--- config.mk ---
export PLATFORM = sky130hd
export DESIGN_NAME = nor_cmd_ctrl
export DESIGN_NICKNAME = d
export VERILOG_FILES = /design/src/rtl/nor_flash_pkg.sv /design/src/rtl/nor_cmd_ctrl.sv
export SDC_FILE = /design/constraint.sdc
export NUM_CORES = 1
export LEC_CHECK = 0
export ABC_AREA = 1
export BUFFER_PORTS_ARGS = -buffer_cell sky130_fd_sc_hd__buf_2
export CORE_MARGIN = 3
export CORE_UTILIZATION = 30
export DETAILED_ROUTE_END_ITERATION = 7
export PLACE_DENSITY = 0.53
export SLEW_MARGIN = 20
export SYNTH_ARGS = -nofsm -noshare
export SYNTH_HDL_FRONTEND = slang
export SYNTH_SLANG_ARGS = --single-unit
--- constraint.sdc ---
create_clock -name clk_i -period 2.9 [get_ports clk_i]
set_clock_uncertainty 0.05 [all_clocks]
set_input_delay 0.58 -clock clk_i [delete_from_list [all_inputs] [get_ports clk_i]]
set_output_delay 0.58 -clock clk_i [all_outputs]
set_load 0.05 [all_outputs]
--- src/rtl/nor_flash_pkg.sv ---
package nor_flash_pkg;
  localparam logic [7:0] CMD_READ_ARRAY  = 8'hFF;
  localparam logic [7:0] CMD_READ_STATUS = 8'h70;
  localparam logic [7:0] CMD_CLEAR_ERR   = 8'h50;
  localparam logic [7:0] CMD_PROGRAM     = 8'h40;
  localparam logic [7:0] CMD_ERASE       = 8'h20;
  localparam logic [7:0] CMD_CONFIRM     = 8'hD0;
  localparam logic [7:0] CMD_LOCK_SETUP  = 8'h60;
  localparam logic [7:0] CMD_SUSPEND     = 8'hB0;

  localparam int unsigned SB_READY    = 7;
  localparam int unsigned SB_SUSP     = 6;
  localparam int unsigned SB_ERA_ERR  = 5;
  localparam int unsigned SB_PRG_ERR  = 4;
  localparam int unsigned SB_LOCK_ERR = 1;

  typedef enum logic [2:0] {
    ST_IDLE, ST_PRG_SETUP, ST_ERA_SETUP, ST_LCK_SETUP,
    ST_PRG_BUSY, ST_ERA_BUSY, ST_ERA_SUSP
  } nor_state_e;
endpackage

--- src/rtl/nor_cmd_ctrl.sv ---
module nor_cmd_ctrl
  import nor_flash_pkg::*;
#(
  parameter int unsigned ADDR_W    = 6,
  parameter int unsigned BLK_W     = 2,
  parameter int unsigned CNT_W     = 4,
  parameter int unsigned PROG_CYC  = 4,
  parameter int unsigned ERASE_CYC = 12
) (
  input  logic                  clk_i,
  input  logic                  rst_ni,
  input  logic                  we_i,
  input  logic [ADDR_W-1:0]     addr_i,
  input  logic [15:0]           wdata_i,
  input  logic [(1<<BLK_W)-1:0] lock_i,
  input  logic                  tmr_done_i,
  output logic                  tmr_load_o,
  output logic [CNT_W-1:0]      tmr_val_o,
  output logic                  tmr_run_o,
  output logic                  prog_en_o,
  output logic [ADDR_W-1:0]     prog_addr_o,
  output logic [15:0]           prog_data_o,
  output logic                  erase_en_o,
  output logic [BLK_W-1:0]      erase_blk_o,
  output logic                  unlock_en_o,
  output logic [BLK_W-1:0]      unlock_blk_o,
  output logic [7:0]            status_o,
  output logic                  status_mode_o,
  output nor_state_e            state_o
);
  nor_state_e        state_q, state_d;
  logic              mode_q, mode_d;
  logic              era_err_q, era_err_d, prg_err_q, prg_err_d, lck_err_q, lck_err_d;
  logic [ADDR_W-1:0] op_addr_q, op_addr_d;
  logic [15:0]       op_data_q, op_data_d;

  logic [7:0]       cmd;
  logic [BLK_W-1:0] blk;
  logic             blk_locked;
  assign cmd        = wdata_i[7:0];
  assign blk        = addr_i[ADDR_W-1 -: BLK_W];
  assign blk_locked = lock_i[blk];

  always_comb begin
    state_d     = state_q;
    mode_d      = mode_q;
    era_err_d   = era_err_q;
    prg_err_d   = prg_err_q;
    lck_err_d   = lck_err_q;
    op_addr_d   = op_addr_q;
    op_data_d   = op_data_q;
    tmr_load_o  = 1'b0;
    tmr_val_o   = '0;
    unlock_en_o = 1'b0;
    case (state_q)
      ST_IDLE, ST_ERA_SUSP: if (we_i) begin
        case (cmd)
          CMD_READ_ARRAY:  mode_d = 1'b0;
          CMD_READ_STATUS: mode_d = 1'b1;
          CMD_CLEAR_ERR: begin
            era_err_d = 1'b0; prg_err_d = 1'b0; lck_err_d = 1'b0;
          end
          CMD_PROGRAM: if (state_q == ST_IDLE) begin
            state_d = ST_PRG_SETUP; mode_d = 1'b1;
          end
          CMD_ERASE: if (state_q == ST_IDLE) begin
            state_d = ST_ERA_SETUP; mode_d = 1'b1;
          end
          CMD_LOCK_SETUP: if (state_q == ST_IDLE) state_d = ST_LCK_SETUP;
          CMD_CONFIRM: if (state_q == ST_ERA_SUSP) begin
            state_d = ST_ERA_BUSY; mode_d = 1'b1;
          end
          default: ;
        endcase
      end
      ST_PRG_SETUP: if (we_i) begin
        op_addr_d = addr_i;
        op_data_d = wdata_i;
        if (blk_locked) begin
          prg_err_d = 1'b1; lck_err_d = 1'b1; state_d = ST_IDLE;
        end else begin
          tmr_load_o = 1'b1; tmr_val_o = CNT_W'(PROG_CYC); state_d = ST_PRG_BUSY;
        end
      end
      ST_ERA_SETUP: if (we_i) begin
        state_d = ST_IDLE;
        if (cmd == CMD_CONFIRM) begin
          op_addr_d = addr_i;
          if (blk_locked) begin
            era_err_d = 1'b1; lck_err_d = 1'b1;
          end else begin
            tmr_load_o = 1'b1; tmr_val_o = CNT_W'(ERASE_CYC); state_d = ST_ERA_BUSY;
          end
        end
      end
      ST_LCK_SETUP: if (we_i) begin
        unlock_en_o = (cmd == CMD_CONFIRM);
        state_d     = ST_IDLE;
      end
      ST_PRG_BUSY: if (tmr_done_i) state_d = ST_IDLE;
      ST_ERA_BUSY: begin
        // completion wins over a suspend landing on the final cycle
        if (tmr_done_i) state_d = ST_IDLE;
        else if (we_i && cmd == CMD_SUSPEND) begin
          state_d = ST_ERA_SUSP; mode_d = 1'b1;
        end
      end
      default: state_d = ST_IDLE;
    endcase
  end

  always_ff @(posedge clk_i or negedge rst_ni) begin
    if (!rst_ni) begin
      state_q   <= ST_IDLE;
      mode_q    <= 1'b0;
      era_err_q <= 1'b0;
      prg_err_q <= 1'b0;
      lck_err_q <= 1'b0;
      op_addr_q <= '0;
      op_data_q <= '0;
    end else begin
      state_q   <= state_d;
      mode_q    <= mode_d;
      era_err_q <= era_err_d;
      prg_err_q <= prg_err_d;
      lck_err_q <= lck_err_d;
      op_addr_q <= op_addr_d;
      op_data_q <= op_data_d;
    end
  end

  logic busy;
  assign busy         = (state_q == ST_PRG_BUSY) || (state_q == ST_ERA_BUSY);
  assign tmr_run_o    = busy;
  assign prog_en_o    = (state_q == ST_PRG_BUSY) && tmr_done_i;
  assign prog_addr_o  = op_addr_q;
  assign prog_data_o  = op_data_q;
  assign erase_en_o   = (state_q == ST_ERA_BUSY) && tmr_done_i;
  assign erase_blk_o  = op_addr_q[ADDR_W-1 -: BLK_W];
  assign unlock_blk_o = blk;

  always_comb begin
    status_o              = '0;
    status_o[SB_READY]    = !busy;
    status_o[SB_SUSP]     = (state_q == ST_ERA_SUSP);
    status_o[SB_ERA_ERR]  = era_err_q;
    status_o[SB_PRG_ERR]  = prg_err_q;
    status_o[SB_LOCK_ERR] = lck_err_q;
  end
  assign status_mode_o = mode_q;
  assign state_o       = state_q;
endmodule

==> results of run 1 <==
## stage by stage
step	hold WS, ps	instance area [µm²]
CTS	295	2280
floorplan	234	1830
detailed placement	419	2160
global route	311	2280
global placement	417	2160
finish	263	2280
## layer usage
layer / vias to the layer above / share of wire, %
met4: 0 / 1.3
li1: 864 / -
met2: 71 / 44
met1: 722 / 45
met3: 9 / 9.6
met5: - / 0
## power breakdown
part | switching (mW) | leakage [nW] | total (mW) | internal, mW
clock | 0.150 | 0.0585 | 0.430 | 0.280
sequential | 0.127 | 0.352 | 0.727 | 0.600
combinational | 1.35 | 0.851 | 1.81 | 0.462
## how the worst max path moves through the flow
stage | from | endpoint | slack [ps] | cells after the start
6_report | wdata_i[2] | tmr_load_o | 430 | 9
5_1_grt | wdata_i[2] | tmr_val_o[2] | 200 | 9
4_1_cts | state_o[2] | tmr_load_o | 420 | 6
3_5_place_dp | wdata_i[2] | tmr_load_o | 450 | 9
3_3_place_gp | wdata_i[2] | tmr_load_o | 460 | 9
2_1_floorplan | state_o[0] | tmr_load_o | 0.3 | 7
## critical path, cell delays in order
cell and delay, ps:
buf_2 110, nor2_1 90, nand2_1 160, inv_1 180, nand2_1 110, nand2_1 120, nand3_2 110, a21oi_1 120
buf_2 270
## state kept, by name (all words and copies together), names as in the netlist
name and count:
prg_err_q 1, lck_err_q 1, prog_addr_o 6, state_o 3, era_err_q 1, status_mode_o 1
prog_data_o 16
## synthesized netlist by cell type, drive strengths merged
cell    instances  area, µm²
mux2           12        135
nor4            1       6.26
nand3b          1       7.51
inv            29        109
nand3          23        120
nand4           4       25.0
nand2          70        283
a21oi           4       20.0
nor2           27        121
nor3            3       26.3
buf            16        123
conb            1       3.75
dfrtp          29        726
o21ai          16        106
## area by class of cell
class                      instances  area, µm²
timing repair buffer              72        363
inverter                          29        109
fill                             608       3400
tap                               72       90.1
clock inverter                     1       30.0
clock buffer                       7       86.3
sequential                        29        726
multi-input combinational        166        876
## cells by family (layout without fill, tap and decap cells)
logic type / count (synthesis) / count (layout)
DFF: 29 / 29
AOI/OAI and AO/OA: 20 / 20
buffers and inverters: 45 / 109
muxes: 12 / 12
other: 1 / 5
and+or+nand+nor: 129 / 129
## placed cells by master (no fill, tap or decap), drive strengths merged, types with 3 or more instances in the layout
cell type  Yosys  final
buf           16     72
conb           1      5
nand3         23     23
nand2         70     70
nand4          4      4
o21ai         16     16
nor3           3      3
mux2          12     12
a21oi          4      4
nor2          27     27
dfrtp         29     29
clkbuf         0      7
inv           29     29
==> results.cfg, run 1 <==
[drt]
dr.pass1.iters = 4
routedWlPerCell_um = 11.4
remaining_drc_errors = 0
ant_nets = 0
vias = 1666
drt-total-wl_um = 4280
drt_iter0_markers = 111
routed_via_density = 4.43

[clocking]
cts-htree-levels = 2
clk_latency_ps = 280
clock_path_buffers = 2
cts_sinks = 29
post_cts_resized = 0
hold_buffers = 0
cts_setup_buffers = 0
cts-buffers-inserted = 5
clk_pin_slew_ps = 60
cts-root-buf = clkbuf_8
cts_tree = built

[timing]
setup_viol = 0
tightest_slew_ps = 716
hold_viol = 0
slew_violations = 0
period_share_pct = 85.3
fmax_mhz = 404
tns_ps = 0
period_minus_slack_ps = 2470
rsz0062_at_grt = no
relSlewSlack_pct = 52.1
setup_slack_ps = 427

[power]
power_density_nw_per_um2 = 1300
ir_drop_uv = 646
power_mw = 2.97
p_leak_nw = 1.26

[grt]
grt_pass1_vias = 1626
antenna_found_initial = 0
grt-ovfl-total = 0
use_met1_pct = 16.4
gr-usage-all-layers_pct = 13.0
met2_usage_pct = 20.8
busiest_layer = met2
grt_max_degree = 30
use_met3_pct = 5.23
grt_pass1_wl_um = 7480

[yosys]
syn_inst = 236
seq_area_frac_synth_pct = 40.1
synth-warning-count = 0
synthSimpleGateAreaFrac_pct = 32.5
synth_fa_ha_area_share_pct = 0
synth_top_family_by_area = simple AND/OR/NAND/NOR gates
synth-compound-area-share_pct = 6.98
synth_xor_area_share_pct = 0
ys_ff_latch = 29
ys_types = 26
synth_area_per_cell_um2 = 7.68
synthesis.area_um2 = 1810
synthMuxAreaShare_pct = 7.46

[placement]
finalWeightedCongestion = 0.873
dp.cells = 368
io_buffers = 71
dpl.hpwl_um = 3470
place_ws_ps = 448

[cells_and_area]
finalNonFillerCells = 376
n_antenna_cell = 0
layout-area-overhead-vs-synth_pct = 25.8
drive_gt1_share_pct = 38.2
fin_util_pct = 40.2
final_nets = 333

[setup_path]
path_class = in -> out
reg2reg_from = state_o[2]
cp.required_ps = 2270
cp-end-kind = primary output
reg2regPathDepth = 3
r2r_setup_slack_ps = 940
critPathArrivalTime_ps = 1840
path_max_fanout = 6
reg2reg_to = prog_data_o[0]
start_kind = primary input

[floorplanning]
die_h_um = 83.7
start_util_pct = 31.9
fp.dieW_um = 83.7
fp-row-count = 27
core_um2 = 5680
dieArea_um2 = 7010
io_pins = 77

[job]
drv_cap = 0

[min_path]
hp-class = in -> async

[run_status]
status = finished, final reports clean
(Power assumes the default switching activity.)
==> inputs of run 2 (changes only) <==
Settings changed: CAP_MARGIN set to 25, CORE_ASPECT_RATIO set to 0.75.
==> results.cfg, run 2 (synthesized netlist as in run 1, its figures left out) <==
[cells_and_area]
final_common_cell = buf_2
fillers = 619
drive_gt1_share_pct = 38.5
multiInputGateArea_um2 = 876
layout_common_cells = buf_2, nand2_1, dfrtp_1
layout-area-overhead-vs-synth_pct = 24.4
largest_reg_flops = 16
ff_latch_area_um2 = 726
final_area_um2 = 2250
final_nets = 333
n_antenna_cell = 0

[clocking]
cts_setup_buffers = 0
clk_pin_slew_ps = 70
cts-htree-levels = 2
cts_sinks = 29
clk_latency_ps = 280
cts-root-buf = clkbuf_8
clock_path_buffers = 2
cts_tree = built
post_cts_resized = 0
hold_buffers = 0
cts-buffers-inserted = 5

[power]
ir_drop_uv = 482
p_leak_nw = 1.25
power_density_nw_per_um2 = 1270

[job]
drv_cap = 0

[timing]
hold_viol = 0
tns_ps = 0
period_minus_slack_ps = 2500
rsz0062_at_grt = no
relSlewSlack_pct = 51.5
slew_violations = 0
fin_worst_hold_slack_ps = 285
period_share_pct = 86.1
setup_slack_ps = 404
setup_viol = 0
fmax_mhz = 401
tightest_slew_ps = 726

[setup_path]
cp-end-kind = primary output
cp.required_ps = 2270
crit_slowest_cell = buf_2
cpPeakStageDelay_ps = 270
critPathArrivalTime_ps = 1870
crit_chain = buf_2 -> nor2_1 -> nand2_1 -> inv_1 -> nand2_1 -> nand2_1 -> nand3_2 -> a21oi_1 -> buf_2
path_max_fanout = 6
path_class = in -> out
start_kind = primary input
cp_common_cell = nand2_1

[drt]
vias = 1695
routed_via_density = 4.47
routedWlPerCell_um = 11.9
drt-total-wl_um = 4500
dr.pass1.iters = 4
ant_nets = 0
remaining_drc_errors = 0
drt_iter0_markers = 65

[placement]
dpl.hpwl_um = 3600
place_ws_ps = 414
finalWeightedCongestion = 0.833
io_buffers = 71
dpl_cell_area_um2 = 2170

[grt]
gr-usage-all-layers_pct = 13.5
antenna_found_initial = 0
grt_max_degree = 30
grt_pass1_vias = 1564
grt_pass1_wl_um = 7410
grt-ovfl-total = 0

[min_path]
hp-class = in -> async

[floorplanning]
fp.dieW_um = 95.7
core_um2 = 5580
fp-row-count = 23
die_h_um = 73.3
start_util_pct = 32.5
io_pins = 77
dieArea_um2 = 7020

[run_status]
status = finished, final reports clean
## run 2: cell type report
type	instances	share of cell area [%]
clock buffer	5	3.05
clock inverter	3	0.777
inverter	29	4.83
multi-input combinational	166	38.9
sequential	29	32.2
tap	75	4.16
timing repair buffer	72	16.1
## run 2: through the flow
stage | power (mW) | util, % | cells
final | 2.87 | 40.4 | 379
after global routing | 3.07 | 40.4 | 379
after CTS | 2.90 | 40.4 | 379
after detailed placement | 2.56 | 38.8 | 371
after global placement | 2.56 | 38.8 | 371
after floorplan | 2.22 | - | 240
## run 2: final timing paths
check	start	to	slack [ps]	depth (start not counted)
hold reg to reg	prog_addr_o[3]	prog_addr_o[3]	430	2
max in group asynchronous	rst_ni	prog_data_o[10]	2070	1
hold / removal	rst_ni	state_o[1]	290	1
min in group clk_i	prog_addr_o[3]	prog_addr_o[3]	430	2
setup reg to reg	state_o[2]	prog_data_o[0]	880	3
setup / recovery	wdata_i[0]	tmr_val_o[2]	400	9
## run 2: worst max-delay path, delay by kind of cell
family | cells | cell delay, ps
and+or+nand+nor | 5 | 610
AOI/OAI and AO/OA | 1 | 120
buffers and inverters | 3 | 550
## run 2: report_power, final
part,internal (mW),switching (mW)
registers,0.600,0.125
clock network,0.165,0.165
logic,0.462,1.35
## run 2: routing by layer
layer,vias up,wire [µm],global-route usage [%],part of all wire (%)
met3,2,395,3.48,8.8
met2,67,1640,18.7,37
li1,872,-,-,-
met4,0,17,2.37,0.38
met1,754,2440,21.2,54
met5,-,0,0,0
